$ cat src/rtl/flk_pkg.sv
package flk_pkg;
  typedef enum logic [1:0] {
    LK_NONE = 2'd0,
    LK_SOFT = 2'd1,
    LK_HARD = 2'd2
  } lk_state_e;

  typedef enum logic [2:0] {
    OP_READ       = 3'd0,
    OP_VERIFY     = 3'd1,
    OP_PROG       = 3'd2,
    OP_SECT_ERASE = 3'd3,
    OP_BLK_ERASE  = 3'd4,
    OP_CHIP_ERASE = 3'd5,
    OP_LOCK_PROG  = 3'd6,
    OP_RSVD       = 3'd7
  } op_e;

  localparam int LOCK_W = 3;
  localparam int NBLK   = 2;

  typedef struct packed {
    lk_state_e  blk1;
    lk_state_e  blk0;
    logic [1:0] level;
  } lk_view_t;

  // bits = {first, second, third}; a 0 is a programmed bit
  function automatic lk_view_t lk_decode(input logic [LOCK_W-1:0] bits);
    lk_view_t v;
    unique case (bits)
      3'b111:  v = '{blk1: LK_NONE, blk0: LK_NONE, level: 2'd0};
      3'b011:  v = '{blk1: LK_SOFT, blk0: LK_SOFT, level: 2'd1};
      3'b101:  v = '{blk1: LK_SOFT, blk0: LK_SOFT, level: 2'd1};
      3'b110:  v = '{blk1: LK_HARD, blk0: LK_SOFT, level: 2'd2};
      3'b001:  v = '{blk1: LK_HARD, blk0: LK_SOFT, level: 2'd2};
      3'b100:  v = '{blk1: LK_HARD, blk0: LK_HARD, level: 2'd2};
      3'b010:  v = '{blk1: LK_HARD, blk0: LK_HARD, level: 2'd2};
      default: v = '{blk1: LK_HARD, blk0: LK_HARD, level: 2'd3};
    endcase
    return v;
  endfunction

  function automatic logic lk_permit(input op_e op, input lk_state_e tgt_st,
                                     input lk_state_e exe_st, input logic host,
                                     input logic [1:0] level);
    lk_state_e eff;
    if (op == OP_CHIP_ERASE || op == OP_LOCK_PROG) return 1'b1;
    if (op == OP_RSVD) return 1'b0;
    if (level == 2'd3 && (op == OP_READ || op == OP_VERIFY)) return 1'b0;
    eff = (host && tgt_st == LK_SOFT) ? LK_HARD : tgt_st;
    unique case (eff)
      LK_NONE: return 1'b1;
      LK_SOFT: return (op == OP_READ) || (exe_st != LK_NONE);
      default: return (op == OP_READ) && !host && (exe_st == LK_HARD);
    endcase
  endfunction
endpackage

$ cat src/rtl/flk_lock_reg.sv
module flk_lock_reg
  import flk_pkg::*;
(
  input  logic              clk,
  input  logic              rst_n,
  input  logic [LOCK_W-1:0] nv_i,
  input  logic              clr_all_i,
  input  logic              pgm_en_i,
  input  logic [LOCK_W-1:0] pgm_mask_i,
  output logic [LOCK_W-1:0] bits_o
);
  logic [LOCK_W-1:0] bits_q;

  always_ff @(posedge clk) begin
    if (!rst_n)         bits_q <= nv_i;
    else if (clr_all_i) bits_q <= '1;
    else if (pgm_en_i)  bits_q <= bits_q & ~pgm_mask_i;
  end

  assign bits_o = bits_q;
endmodule

$ cat src/rtl/flk_decode.sv
module flk_decode
  import flk_pkg::*;
(
  input  logic [LOCK_W-1:0] bits_i,
  output lk_state_e         st_o [NBLK],
  output logic [1:0]        level_o
);
  lk_view_t view;

  assign view = lk_decode(bits_i);

  for (genvar g = 0; g < NBLK; g++) begin : g_blk
    if (g == 0) begin : g_b0
      assign st_o[g] = view.blk0;
    end else begin : g_b1
      assign st_o[g] = view.blk1;
    end
  end

  assign level_o = view.level;
endmodule

$ cat src/rtl/flk_gate.sv
module flk_gate
  import flk_pkg::*;
#(
  parameter int DATA_W = 8
) (
  input  logic              clk,
  input  logic              rst_n,
  input  logic              valid_i,
  input  op_e               op_i,
  input  lk_state_e         tgt_st_i,
  input  lk_state_e         exe_st_i,
  input  logic              host_i,
  input  logic [1:0]        level_i,
  input  logic [DATA_W-1:0] rd_data_i,
  output logic              permit_o,
  output logic              grant_o,
  output logic              ignore_o,
  output logic              erase_o,
  output logic [DATA_W-1:0] rd_data_o
);
  localparam logic [DATA_W-1:0] FILL = '1;

  logic is_rd;

  assign permit_o = lk_permit(op_i, tgt_st_i, exe_st_i, host_i, level_i);
  assign is_rd    = (op_i == OP_READ) || (op_i == OP_VERIFY);

  always_ff @(posedge clk) begin
    if (!rst_n) begin
      grant_o   <= 1'b0;
      ignore_o  <= 1'b0;
      erase_o   <= 1'b0;
      rd_data_o <= FILL;
    end else begin
      grant_o  <= valid_i && permit_o;
      ignore_o <= valid_i && !permit_o;
      erase_o  <= valid_i && permit_o && (op_i == OP_CHIP_ERASE);
      if (valid_i) rd_data_o <= (permit_o && is_rd) ? rd_data_i : FILL;
    end
  end
endmodule

$ cat src/rtl/flash_lock_ctrl.sv
module flash_lock_ctrl
  import flk_pkg::*;
#(
  parameter int DATA_W = 8
) (
  input  logic              clk,
  input  logic              rst_n,
  input  logic [2:0]        nv_lock_i,
  input  logic              cmd_valid_i,
  input  logic [2:0]        cmd_i,
  input  logic              tgt_blk_i,
  input  logic              exec_blk_i,
  input  logic              host_mode_i,
  input  logic [2:0]        lock_mask_i,
  input  logic [DATA_W-1:0] rd_data_i,
  output logic              grant_o,
  output logic              ignore_o,
  output logic [DATA_W-1:0] rd_data_o,
  output logic              erase_all_o,
  output logic [2:0]        lock_status_o,
  output logic [1:0]        blk1_state_o,
  output logic [1:0]        blk0_state_o,
  output logic [1:0]        level_o,
  output logic              boot_ext_ok_o
);
  op_e               op;
  logic              permit_w;
  logic              chip_clr_w;
  logic              lock_pgm_w;
  logic [LOCK_W-1:0] bits_w;
  lk_state_e         blk_st [NBLK];
  logic [1:0]        level_w;

  assign op         = op_e'(cmd_i);
  assign chip_clr_w = cmd_valid_i && permit_w && (op == OP_CHIP_ERASE);
  assign lock_pgm_w = cmd_valid_i && permit_w && (op == OP_LOCK_PROG);

  flk_lock_reg u_lock (
    .clk       (clk),
    .rst_n     (rst_n),
    .nv_i      (nv_lock_i),
    .clr_all_i (chip_clr_w),
    .pgm_en_i  (lock_pgm_w),
    .pgm_mask_i(lock_mask_i),
    .bits_o    (bits_w)
  );

  flk_decode u_dec (
    .bits_i (bits_w),
    .st_o   (blk_st),
    .level_o(level_w)
  );

  flk_gate #(.DATA_W(DATA_W)) u_gate (
    .clk      (clk),
    .rst_n    (rst_n),
    .valid_i  (cmd_valid_i),
    .op_i     (op),
    .tgt_st_i (blk_st[tgt_blk_i]),
    .exe_st_i (blk_st[exec_blk_i]),
    .host_i   (host_mode_i),
    .level_i  (level_w),
    .rd_data_i(rd_data_i),
    .permit_o (permit_w),
    .grant_o  (grant_o),
    .ignore_o (ignore_o),
    .erase_o  (erase_all_o),
    .rd_data_o(rd_data_o)
  );

  assign lock_status_o = bits_w;
  assign blk1_state_o  = blk_st[1];
  assign blk0_state_o  = blk_st[0];
  assign level_o       = level_w;
  assign boot_ext_ok_o = (level_w != 2'd3);
endmodule

$ cat config.mk
export PLATFORM = sky130hd
export DESIGN_NAME = flash_lock_ctrl
export DESIGN_NICKNAME = d
export VERILOG_FILES = /design/src/rtl/flk_pkg.sv /design/src/rtl/flk_lock_reg.sv /design/src/rtl/flk_decode.sv /design/src/rtl/flk_gate.sv /design/src/rtl/flash_lock_ctrl.sv
export SDC_FILE = /design/constraint.sdc
export NUM_CORES = 1
export LEC_CHECK = 0
export ABC_AREA = 1
export BUFFER_PORTS_ARGS = -buffer_cell sky130_fd_sc_hd__buf_2
export CAP_MARGIN = 10
export CORE_MARGIN = 2
export CORE_UTILIZATION = 23
export DETAILED_ROUTE_END_ITERATION = 7
export PLACE_DENSITY = 0.46
export RECOVER_POWER = 25
export SYNTH_ARGS = -nofsm -noshare
export SYNTH_HDL_FRONTEND = slang
export SYNTH_HIERARCHICAL = 1
export SYNTH_SLANG_ARGS = --single-unit
$ cat constraint.sdc
create_clock -name clk -period 2.64 [get_ports clk]
set_input_delay 0 -clock clk [delete_from_list [all_inputs] [get_ports clk]]
set_output_delay 0 -clock clk [all_outputs]
set_load 0.03 [all_outputs]
# Yosys cells after proc, flatten, opt, wreduce, memory -nomap -nowiden

Cells that the tools add are included.
Widths: inputs -> output; s select.

Order comparisons: 2
Equal/unequal tests: 17
Muxes and demuxes: 25
Bitwise gates (word level): 4
Reductions and logical operators: 20

Operator list:

| cell               | count |
|---|---|
| $pmux 6 s4         | 1 |
| $eq 3x3->1 const B | 7 |
| $mux 2             | 7 |
| $mux 1             | 12 |
| $logic_and 1x1->1  | 9 |
| $mux 3             | 3 |
| $mux 8             | 1 |
| $eq 3x1->1 const B | 2 |
| $eq 3x2->1 const B | 2 |
| $reduce_or 2->1    | 3 |
| $eq 2x1->1 const B | 2 |
| $eq 2x2->1 const B | 2 |
| $ge 2x2->1 const B | 2 |
| $not 1->2          | 2 |
| $and 3x3->3        | 1 |
| $logic_not 3->1    | 1 |
| $logic_or 1x1->1   | 3 |
| $ne 3x1->1 const B | 1 |
| $not 3->3          | 1 |
| $logic_not 1->1    | 2 |
| $logic_not 2->1    | 1 |
| $ne 2x2->1 const B | 1 |
| $pmux 1 s2         | 1 |
| $reduce_bool 2->1  | 1 |

Register bits: 14
Input bits: 23
Output and inout port bits: 21
Logic and storage cells: 73

# Logic depth before layout (Yosys ltp)

Gate-level depths: netlist (run 1).

Word-level depth: 19
Depth in mapped cells: 17
Mapped depth without buffers: 17

# Hierarchy

The synthesis (run 1) kept the hierarchy.

By module, submodules not included:

| module          | times used | cells each | area each (µm²) | sequential area each (µm²) |
|---|---|---|---|---|
| flk_gate        | 1          | 80         | 571.8           | 220.2 |
| flk_lock_reg    | 1          | 19         | 156.4           | 90.1 |
| flash_lock_ctrl | 1          | 18         | 75.1            | 0.0 |
| flk_decode      | 1          | 15         | 75.1            | 0.0 |

# Worst setup path before layout (run 1)

Ideal clock, no wire load.

Path type: flip-flop to flip-flop
Start point: register u_lock.bits_q[1] (netlist: u_lock/bits_o[1])
End point: register u_lock.bits_q[0] (netlist: u_lock/bits_o[0]) (enable)
Library setup time: 0.302 ns
Arrival time: 2.419 ns
Required time: 2.338 ns
Slack: -0.081 ns
Stages on the path, launching flop included: 16
Path through: edfxtp_1 > o21ai_2 > nand2_1 > nand2_1 > inv_1 > o21ai_1 > o21bai_1 > nand2_1 > nand2_2 > nand2_4 > nand3_2 > nand2_2 > nand2_1 > nor2_1 > nor2_2 > nand2_1

Elaborated cells on any way between the ends: 40
Classes of those cells: eq/ne (12); mux (16); reduce/logical (12)

RTL lines:

| what                                | line                  | source |
|---|---|---|
| from (decl)                         | flk_lock_reg.sv:12    | `logic [LOCK_W-1:0] bits_q;` |
| from (signal assigned)              | flk_lock_reg.sv:15    | `if (!rst_n) bits_q <= nv_i;` |
| from (signal assigned)              | flk_lock_reg.sv:17    | `else if (pgm_en_i) bits_q <= bits_q & ~pgm_mask_i;` |
| $eq 3x3->1 (tied with other cells)  | flk_pkg.sv:31         | `unique case (bits)` |
| $reduce_or 2->1 (no source line)    | -                     |  |
| $pmux 6 s4 (*)                      | flk_pkg.sv:31         |  |
| net level_o[1]                      | flash_lock_ctrl.sv:23 | `output logic [1:0] level_o,` |
| $eq 2x2->1 (*)                      | flk_pkg.sv:50         | `if (level == 2'd3 && (op == OP_READ \|\| op == OP_VERIFY)) return 1'b0;` |
| $logic_and 1x1->1 (*)               | flk_pkg.sv:50         |  |
| $mux 1 (2 in series)                | flk_pkg.sv:50         |  |
| $mux 1                              | flk_pkg.sv:49         | `if (op == OP_RSVD) return 1'b0;` |
| $mux 1 (*)                          | flk_pkg.sv:51         | `eff = (host && tgt_st == LK_SOFT) ? LK_HARD : tgt_st;` |
| $mux 1 (*)                          | flk_pkg.sv:50         |  |
| $mux 1 (*)                          | flk_pkg.sv:49         |  |
| net permit_w                        | flash_lock_ctrl.sv:27 | `logic permit_w;` |
| $logic_and 1x1->1 (*) (2 in series) | flash_lock_ctrl.sv:35 | `assign chip_clr_w = cmd_valid_i && permit_w && (op == OP_CHIP_ERASE);` |
| net chip_clr_w                      | flash_lock_ctrl.sv:28 | `logic chip_clr_w;` |
| $ne 3x1->1 (no source line) (*)     | -                     |  |

The timed path passes the listed nets; every way through them passes the cells marked *. The select of a mux whose other input is x is not followed.
A chain may end at the register's enable or synchronous reset.

# Worst setup path in the final report (run 1)

Start point: register u_lock.bits_q[2] (netlist: u_lock/bits_o[2])
End point: register u_lock.bits_q[0] (netlist: u_lock/bits_o[0]) (enable)

Word-level cells in the longest chain between the ends: 17
Elaborated cells on any way between the ends: 40
Classes of those cells: eq/ne (12); mux (16); reduce/logical (12)

RTL lines:

| what                                                 | line                  | source |
|---|---|---|
| $eq 3x3->1 (tied with other cells)                   | flk_pkg.sv:31         |  |
| $reduce_or 2->1 (no source line)                     | -                     |  |
| $pmux 6 s4 (*)                                       | flk_pkg.sv:31         |  |
| $mux 2 (not written as such) (3 in series)           | flash_lock_ctrl.sv:59 | `.tgt_st_i (blk_st[tgt_blk_i]),` |
| $eq 2x1->1                                           | flk_pkg.sv:51         |  |
| $logic_and 1x1->1                                    | flk_pkg.sv:51         |  |
| $mux 2                                               | flk_pkg.sv:51         |  |
| $eq 2x1->1 / $logic_not 2->1 (equally long branches) | flk_pkg.sv:52         | `unique case (eff)` |
| $pmux 1 s2                                           | flk_pkg.sv:52         |  |
| $mux 1 (*)                                           | flk_pkg.sv:51         |  |
| $mux 1 (*)                                           | flk_pkg.sv:50         |  |
| $mux 1 (*)                                           | flk_pkg.sv:49         |  |
| net permit_w                                         | flash_lock_ctrl.sv:27 |  |
| $logic_and 1x1->1 (*) (2 in series)                  | flash_lock_ctrl.sv:35 |  |
| net chip_clr_w                                       | flash_lock_ctrl.sv:28 |  |
| $ne 3x1->1 (no source line) (*)                      | -                     |  |

Marks and branches as above.

==> flow_summary.ini, run 1 <==
[grt]
grt_pass1_vias = 901
grt_usage = 0.106
gr-total-overflow = 0
grt_max_degree = 13
antenna_found_initial = 0
grt_pass1_wl_mm = 3.64

[clocking]
clock_tree.root_cell = clkbuf_8
clockBufferDepth = 2
clkTransAtPathRegs_ns = 0.05
h-tree-depth = 1
cts_tree = done
postCtsSetupRepairBufs = 0
cts_buffers = 3
clkSinkCount = 14
cts_resized = 0
holdBufCountCts = 0
clock_latency_ns = 0.24

[yosys]
synthCells = 132
yosysUniqueCellTypes = 22
ys_seq_area_frac = 0.353
yosysWarnings = 6
syn_nets = 155
syn_area_um2 = 878
ys_seq_elements = 14
avgSynthCellArea_um2 = 6.65

[layout]
drive_gt1_frac = 0.288
final_nets = 201
fill_cells = 416
instances_no_fill = 225
synthToLayoutAreaGrowth_pct = 34.8
antenna_cells = 0
multiInputGateArea_um2 = 459
seq_area_um2 = 310

[placement]
dp_hpwl_mm = 1.79
place_inst = 221
gp_congestion = 0.743
port_buffers = 43

[timing]
fmax_mhz = 432
slew_viol_final = 0
slew_headroom = 0.759
fin_crit_ns = 2.32
finalHoldViolations = 0
finClkSkew_ns = 0.00422
period_share = 0.878
tns_ns = 0
tightest_slew_ns = 0.361
rsz0062_at_grt = no
setup_viol = 0

[floorplanning]
dieArea_um2 = 4330
pin_count = 44
start_util = 0.240
core_region_area_um2 = 3660
num_rows = 22
die_h_um = 65.8
die_w_um = 65.8

[critical_path]
critPathCaptureType = flop
crit_buf_inv = 2
slowest_delay_ns = 0.47
cp-start-kind = flop
cp_cell_sequence = nand2_1 -> nand2_1 -> inv_1 -> inv_1 -> o21ai_1 -> o21bai_1 -> nand2_1 -> nand2_2 -> nand2_4 -> nand3_2 -> nand2_2 -> nand2_1 -> nor2_1 -> nor2_2 -> nand2_1
path_max_fanout = 9
path_class = reg2reg
cp_top_family = simple AND/OR/NAND/NOR gates
cpMaxStageDelayCell = edfxtp_1
worstPathArrival_ns = 2.30
crit_top_cell = nand2_1
cp.required_ns = 2.63

[drt]
viasPerCell = 4.26
drc = 0
ant_nets = 0
dr.first_iter.drc_count = 39
dr.pass1.iters = 4
vias = 958
wl_per_cell_um = 9.61
wl_mm = 2.16

[pwr]
p_int_uw = 408
seqPwrFrac = 0.386
leakage_uw = 0.000612
sw_frac_of_total = 0.359
p_comb_frac = 0.346
pwr-share-clk = 0.268
ir_drop_mv = 0.238
power_density_nw_per_um2 = 538
netSwitchingPower_uw = 228

[run_status]
status = finished, final reports clean

[worst_hold_path]
hold_path.class = in2reg

[job]
max-cap-violations = 0
-- cells in the final DEF, fill, tap and decap left out --
| cell | instances |
|---|---|
| nand2_1 | 36 |
| edfxtp_1 | 3 |
| nor2_1 | 6 |
| o21bai_1 | 1 |
| inv_2 | 1 |
| nand3b_1 | 1 |
| clkbuf_8 | 3 |
| clkbuf_1 | 10 |
| buf_2 | 34 |
| o21ai_4 | 1 |
| a21oi_4 | 1 |
| nand4_1 | 9 |
| nand2_4 | 1 |
| dfxtp_1 | 11 |
| nand3_1 | 6 |
| a21oi_1 | 12 |
| nand2_2 | 3 |
| o21ai_1 | 4 |
| or2_4 | 1 |
| inv_1 | 26 |
| nor2_2 | 3 |
| nand3_2 | 3 |
| clkinv_1 | 1 |
-- power groups by stage --
stage	logic [µW]	clock network [µW]	registers, µW
after global routing	246	193	247
after CTS	224	181	245
after global placement	222	0	249
after floorplan	132	0	276
final	220	171	246
after detailed placement	224	0	250
-- metrics by stage --
stage                util  power, µW  setup slack [ns]  cell area (µm²)  hold WS, ns
finish              0.323        637             0.323             1180       0.0608
global route        0.323        686            0.0706             1180       0.0851
CTS                 0.326        651             0.297             1190       0.0585
detailed placement  0.314        474             0.302             1150        0.308
global placement    0.314        471             0.371             1150        0.313
floorplan               -        409            0.0291              886        0.146
-- per-layer routing --
metal,track usage,up-vias,share of wire
li1,-,509,-
met2,0.174,32,0.46
met3,0.0204,0,0.065
met5,0,-,0
met4,0.0313,0,0
met1,0.141,417,0.48
-- flip-flops by register name, indices dropped and copies added (netlist names) --
| signal | cells |
|---|---|
| u_gate/grant_o | 1 |
| u_gate/erase_o | 1 |
| u_gate/ignore_o | 1 |
| u_gate/rd_data_o | 8 |
| u_lock/bits_o | 3 |
-- final timing paths --
| check | to | slack, ns | depth (start not counted) | from |
|---|---|---|---|---|
| max reg2reg | u_lock/bits_o[0]$_DFFE_PP_ | 0.32 | 15 | u_lock/bits_o[2]$_DFFE_PP_ |
| min reg2reg | u_gate/rd_data_o[4]$_SDFFE_PN1P_ | 0.47 | 2 | u_gate/rd_data_o[4]$_SDFFE_PN1P_ |
| min | u_gate/rd_data_o[7]$_SDFFE_PN1P_ | 0.06 | 5 | rd_data_i[7] |
| max | u_lock/bits_o[0]$_DFFE_PP_ | 0.32 | 15 | u_lock/bits_o[2]$_DFFE_PP_ |
-- synth_stat cells, drive strengths merged --
cell type	number	share of area
or2	1	0.010
buf	1	0.0086
o21ai	5	0.033
inv	27	0.12
nor2	9	0.047
a21oi	13	0.087
edfxtp	3	0.10
nand4	9	0.064
dfxtp	11	0.25
clkinv	1	0.0043
nand3b	1	0.0086
nand2	40	0.19
clkbuf	1	0.0043
o21bai	1	0.0086
nand3	9	0.068
-- cells by family after synthesis --
logic type / Yosys count / synth area share
flip-flops: 14 / 0.353
buffers and inverters: 30 / 0.132
AND/OR/NAND/NOR: 69 / 0.386
AO/OA/AOI/OAI: 19 / 0.128
-- area by class of cell --
| class | count | area share |
|---|---|---|
| clock buffer | 4 | 0.0381 |
| inverter | 28 | 0.0888 |
| multi-input combinational | 88 | 0.388 |
| sequential | 14 | 0.262 |
| tap | 48 | 0.0507 |
| timing repair buffer | 43 | 0.172 |
-- worst min-delay path, cell delays in order --
cell,delay (ns)
buf_2,0.07
inv_1,0.03
nand4_1,0.07
nand2_1,0.05
nand2_1,0.05
(Power assumes the default switching activity.)
==> run 2, diff against run 1 <==
Settings changed: ABC_AREA 1 to not set, PLACE_DENSITY 0.46 to 0.48.
==> flow_summary.ini, run 2 <==
[yosys]
synthXorXnorAreaFrac = 0.0370
ys.flop_type = dfxtp_1
synth_common_cells = 11 x dfxtp_1, 8 x o22a_1, 6 x nand2_1
ys_seq_elements = 14
syn_nets = 94
synth_top_family_by_area = compound AO/OA/AOI/OAI gates
ys_seq_area_frac = 0.437
synthMuxAreaShare = 0.0634
synthCells = 71
synth_fa_ha_area_frac = 0
synth.top_cell.area_share = 0.310
yosysUniqueCellTypes = 29
synth-simple-area-share = 0.217
yosysWarnings = 6
synth_edf_count = 3
synth.top_cells.by_area = dfxtp_1 31%, edfxtp_1 13%, o22a_1 9.9%, mux2_1 6.3%, a21oi_2 3.7%
avgSynthCellArea_um2 = 10.0
yosysTopAreaCell = dfxtp_1
synth_compound_area_frac = 0.222
syn_area_um2 = 711
async_reset_ff_frac = 0
synth_most_common_cell = dfxtp_1

[floorplanning]
die_w_um = 59.6
dieArea_um2 = 3550
pin_count = 44
start_util = 0.237
core_region_area_um2 = 3000
num_rows = 20
die_h_um = 59.6

[worst_hold_path]
hold_path.startpoint = nv_lock_i[0]
hold_path_depth = 3
hold_path.class = in2reg
min_to = u_lock/bits_o[0]$_DFFE_PP_

[drt]
drc = 0
dr.pass1.iters = 4
wl_per_cell_um = 11.7
dr.first_iter.drc_count = 18
viasPerCell = 4.54
ant_nets = 0
wl_mm = 1.97
vias = 768

[critical_path]
path_max_fanout = 4
cp.required_ns = 2.63
cp-start-kind = flop
critPathCaptureType = flop
worstPathArrival_ns = 2.63
path_class = reg2reg
r2r.worst_path.cells = 10
r2r-end = u_lock/bits_o[0]$_DFFE_PP_
rrSetupSlack_ns = 0.004
reg2reg_from = u_lock/bits_o[2]$_DFFE_PP_

[layout]
antenna_cells = 0
fin_util = 0.408
top_register = u_gate/rd_data_o
final_cell_area_um2 = 1220
layout_common_cells = 35 x buf_2, 11 x dlygate4sd3_1, 11 x dfxtp_1
synthToLayoutAreaGrowth_pct = 72.2
instances_no_fill = 169
final_nets = 160
largest_reg_flops = 8
fill_cells = 315
layout_commonest_cell = buf_2
drive_gt1_frac = 0.478

[grt]
grtUsageMet3 = 0.0218
grt_use_met2 = 0.190
grt_max_degree = 9
grt_most_used_layer = met2
grt_usage = 0.111
global_route.usage.met1 = 0.133
gr-total-overflow = 0
grt_pass1_wl_mm = 2.95
antenna_found_initial = 0
grt_pass1_vias = 706

[placement]
dp_hpwl_mm = 1.49
placed_cell_area_um2 = 1060
gp_congestion = 0.664
port_buffers = 43
dpl_worst_slack_ns = -0.0479
place_inst = 153

[pwr]
fin_total_pwr_uw = 607
leakage_uw = 0.000517
ir_drop_mv = 0.285
power_density_nw_per_um2 = 496

[timing]
finalHoldViolations = 0
setup_viol = 0
fin_crit_ns = 2.64
rsz0062_at_grt = yes
slew_viol_final = 0
tightest_slew_ns = 0.390
fin_ws_ns = 0.00359
finClkSkew_ns = 0.00509
period_share = 0.999
slew_headroom = 0.741
fmax_mhz = 379

[clocking]
clkTransAtPathRegs_ns = 0.08
clockBufferDepth = 2
cts_buffers = 3
clock_tree.root_cell = clkbuf_4
clkSinkCount = 14
h-tree-depth = 1
clock_latency_ns = 0.27
cts_tree = done

[run_status]
status = finished, final reports clean

[job]
max-cap-violations = 0
run 2: area by class of cell:
cell class	count	area, µm²	area share
multi-input combinational	55	453	0.370
timing repair buffer	63	383	0.313
sequential	14	310	0.254
tap	33	41.3	0.0337
clock buffer	4	36.3	0.0297
run 2: per-stage QoR:
| stage | hold WS [ns] | TNS (ns) |
|---|---|---|
| 6_report | 0.0424 | 0 |
| 4_1_cts | 0.0331 | -0.0757 |
| 2_1_floorplan | 0.0766 | -1.77 |
| 3_5_place_dp | 0.209 | -0.144 |
| 3_3_place_gp | 0.203 | -0.123 |
| 5_1_grt | 0.0589 | -0.480 |
run 2: timing repair:
action | in CTS | in global routing
setup buffers | 1 | 0
resized for setup | 0 | 3
pin swaps | 2 | 0
hold endpoints to repair | 10 | 0
hold buffers | 11 | 0
endpoints found under the setup margin | 3 | 6
run 2: power breakdown:
group	internal (µW)	switching (µW)
sequential	229	8.98
clock	83.7	63.6
combinational	102	119
total	415	192
run 2: kinds of logic (layout without fill, tap and decap cells):
logic type,count (synthesis),count (layout)
compound gates,20,20
xor+xnor,3,3
buf+inv,2,67
flops,14,14
mux,4,4
simple gates,28,28
run 2: critical path: stages (launching register included):
cell      delay [ns]
edfxtp_1        0.45
xor2_1          0.17
and2_4          0.16
mux2_4          0.25
or2b_1          0.22
a221o_1         0.33
a31oi_2         0.19
nand3_2         0.11
nor3b_2         0.17
and2b_4         0.23
nand2b_4        0.08
run 2: how the worst max path moves through the flow:
stage                               startpoint                          to
floorplan           u_lock/bits_o[2]$_DFFE_PP_  u_lock/bits_o[0]$_DFFE_PP_
global placement    u_lock/bits_o[2]$_DFFE_PP_  u_lock/bits_o[0]$_DFFE_PP_
detailed placement  u_lock/bits_o[2]$_DFFE_PP_  u_lock/bits_o[2]$_DFFE_PP_
CTS                 u_lock/bits_o[2]$_DFFE_PP_  u_lock/bits_o[0]$_DFFE_PP_
global route        u_lock/bits_o[2]$_DFFE_PP_  u_lock/bits_o[0]$_DFFE_PP_
finish              u_lock/bits_o[2]$_DFFE_PP_  u_lock/bits_o[0]$_DFFE_PP_
run 2: layer usage:
layer / up-vias / wire [µm]
met5: - / 0
met4: 0 / 24
met3: 2 / 79
met2: 19 / 992
met1: 357 / 871
li1: 390 / -
==> run 3, diff against run 2 <==
Settings changed: REMOVE_ABC_BUFFERS set to 1.
==> flow_summary.ini, run 3 (same netlist as run 2, synthesis figures left out) <==
[layout]
drive_gt1_frac = 0.497
final_nets = 167
top_register = u_gate/rd_data_o
layout_commonest_cell = buf_2
synthToLayoutAreaGrowth_pct = 75.2
antenna_cells = 0
layout_common_cells = 36 x buf_2, 16 x buf_4, 11 x dfxtp_1
final_cell_area_um2 = 1240
fin_util = 0.415
largest_reg_flops = 8
fill_cells = 314

[critical_path]
cp-start-kind = flop
critPathCaptureType = flop
path_class = reg2reg
r2r-end = u_lock/bits_o[2]$_DFFE_PP_
worstPathArrival_ns = 2.64
rrSetupSlack_ns = 0.0009
r2r.worst_path.cells = 10
path_max_fanout = 4
cpMaxStageDelayCell = edfxtp_1
reg2reg_from = u_lock/bits_o[2]$_DFFE_PP_
crit_buf_inv = 1
cp.depth = 10
cp.required_ns = 2.64
cp_cell_sequence = xor2_1 -> and2_1 -> mux2_4 -> or2b_1 -> a221o_1 -> a31oi_2 -> nand3_2 -> buf_4 -> nor3b_2 -> nand2b_4
slowest_delay_ns = 0.44
cp_top_family = simple AND/OR/NAND/NOR gates

[floorplanning]
dieArea_um2 = 3550
pin_count = 44
die_h_um = 59.6
num_rows = 20
die_w_um = 59.6
start_util = 0.237
core_region_area_um2 = 3000

[drt]
wl_mm = 2.05
dr.pass1.iters = 3
ant_nets = 0
vias = 831
viasPerCell = 4.72
drc = 0
wl_per_cell_um = 11.6
dr.first_iter.drc_count = 33

[pwr]
power_density_nw_per_um2 = 478
leakage_uw = 0.000535
ir_drop_mv = 0.232
fin_total_pwr_uw = 595

[clocking]
cts_buffers = 3
h-tree-depth = 1
clkTransAtPathRegs_ns = 0.08
clock_latency_ns = 0.27
clock_tree.root_cell = clkbuf_4
cts_tree = done
clkSinkCount = 14
clockBufferDepth = 2

[placement]
gp_congestion = 0.700
port_buffers = 43
placed_cell_area_um2 = 1010

[grt]
grt_pass1_vias = 824
grt_pass1_wl_mm = 3.31
gr-total-overflow = 0
grt_max_degree = 9
grt_usage = 0.120
antenna_found_initial = 0

[timing]
rsz0062_at_grt = yes
fmax_mhz = 379
tightest_slew_ns = 0.370
period_share = 1.00
setup_viol = 0
finalHoldViolations = 0
finClkSkew_ns = 0.00411
slew_headroom = 0.755
fin_crit_ns = 2.64
slew_viol_final = 0

[job]
max-cap-violations = 0

[run_status]
status = finished, final reports clean

[worst_hold_path]
min_to = u_lock/bits_o[2]$_DFFE_PP_
hold_path.startpoint = nv_lock_i[2]
hold_path_depth = 3
hold_path.class = in2reg
## run 3: per-layer routing
layer	GRT usage	vias up	share of wire
li1	-	405	-
met1	0.140	392	0.44
met5	0	-	0
met2	0.212	32	0.50
met4	0.0571	0	0.0039
met3	0.0197	2	0.063
## run 3: worst reg2reg max path: cells and delay by family, from the launching register on
family                    cells  cell delay [ns]
AOI/OAI and AO/OA             2             0.55
xor gates and xnor gates      1             0.16
buffers and inverters         1             0.15
DFF                           1             0.44
muxes                         1             0.26
and+or+nand+nor               5             0.80
## run 3: how the worst max path moves through the flow
stage / startpoint / to / slack [ns]
floorplan: u_lock/bits_o[2]$_DFFE_PP_ / u_lock/bits_o[0]$_DFFE_PP_ / -1.41
global placement: u_lock/bits_o[1]$_DFFE_PP_ / u_lock/bits_o[1]$_DFFE_PP_ / -0.06
detailed placement: u_lock/bits_o[1]$_DFFE_PP_ / u_lock/bits_o[2]$_DFFE_PP_ / -0.11
CTS: u_lock/bits_o[2]$_DFFE_PP_ / u_lock/bits_o[0]$_DFFE_PP_ / -0.08
global route: u_lock/bits_o[2]$_DFFE_PP_ / u_lock/bits_o[0]$_DFFE_PP_ / -0.19
finish: u_lock/bits_o[2]$_DFFE_PP_ / u_lock/bits_o[2]$_DFFE_PP_ / 0.0009
## run 3: area by class of cell
type / count / area [µm²] / area share
Timing Repair Buffer: 70 / 438 / 0.352
Multi-Input combinational cell: 55 / 429 / 0.345
Sequential cell: 14 / 310 / 0.249
Tap cell: 33 / 41.3 / 0.0332
Clock buffer: 3 / 22.5 / 0.0181
Clock inverter: 1 / 3.75 / 0.00302
## run 3: through the flow
step / instances / hold slack, ns / TNS [ns] / worst slack, ns
3_5_place_dp: 153 / 0.208 / -0.511 / -0.106
6_report: 176 / 0.0308 / 0 / 0.000904
3_3_place_gp: 153 / 0.202 / -0.279 / -0.0607
4_1_cts: 177 / 0.0133 / -0.476 / -0.0752
2_1_floorplan: 69 / 0.0766 / -17.16 / -1.41
5_1_grt: 176 / 0.0315 / -1.04 / -0.185
## run 3: timing repair
action / 4_1_cts / 5_1_grt
resized for setup: 6 / 6
endpoints found under the hold margin: 9 / 0
buffers inserted: 10 / 2
pin swaps: 6 / 6
hold buffers: 10 / 0
setup endpoints to repair: 6 / 8
## run 3: power by group
| part | leakage (µW) | switching, µW | internal, µW |
|---|---|---|---|
| Sequential | 0.000119 | 5.71 | 229 |
| Clock | 0.0000154 | 66.1 | 54.7 |
| Combinational | 0.000400 | 125 | 115 |
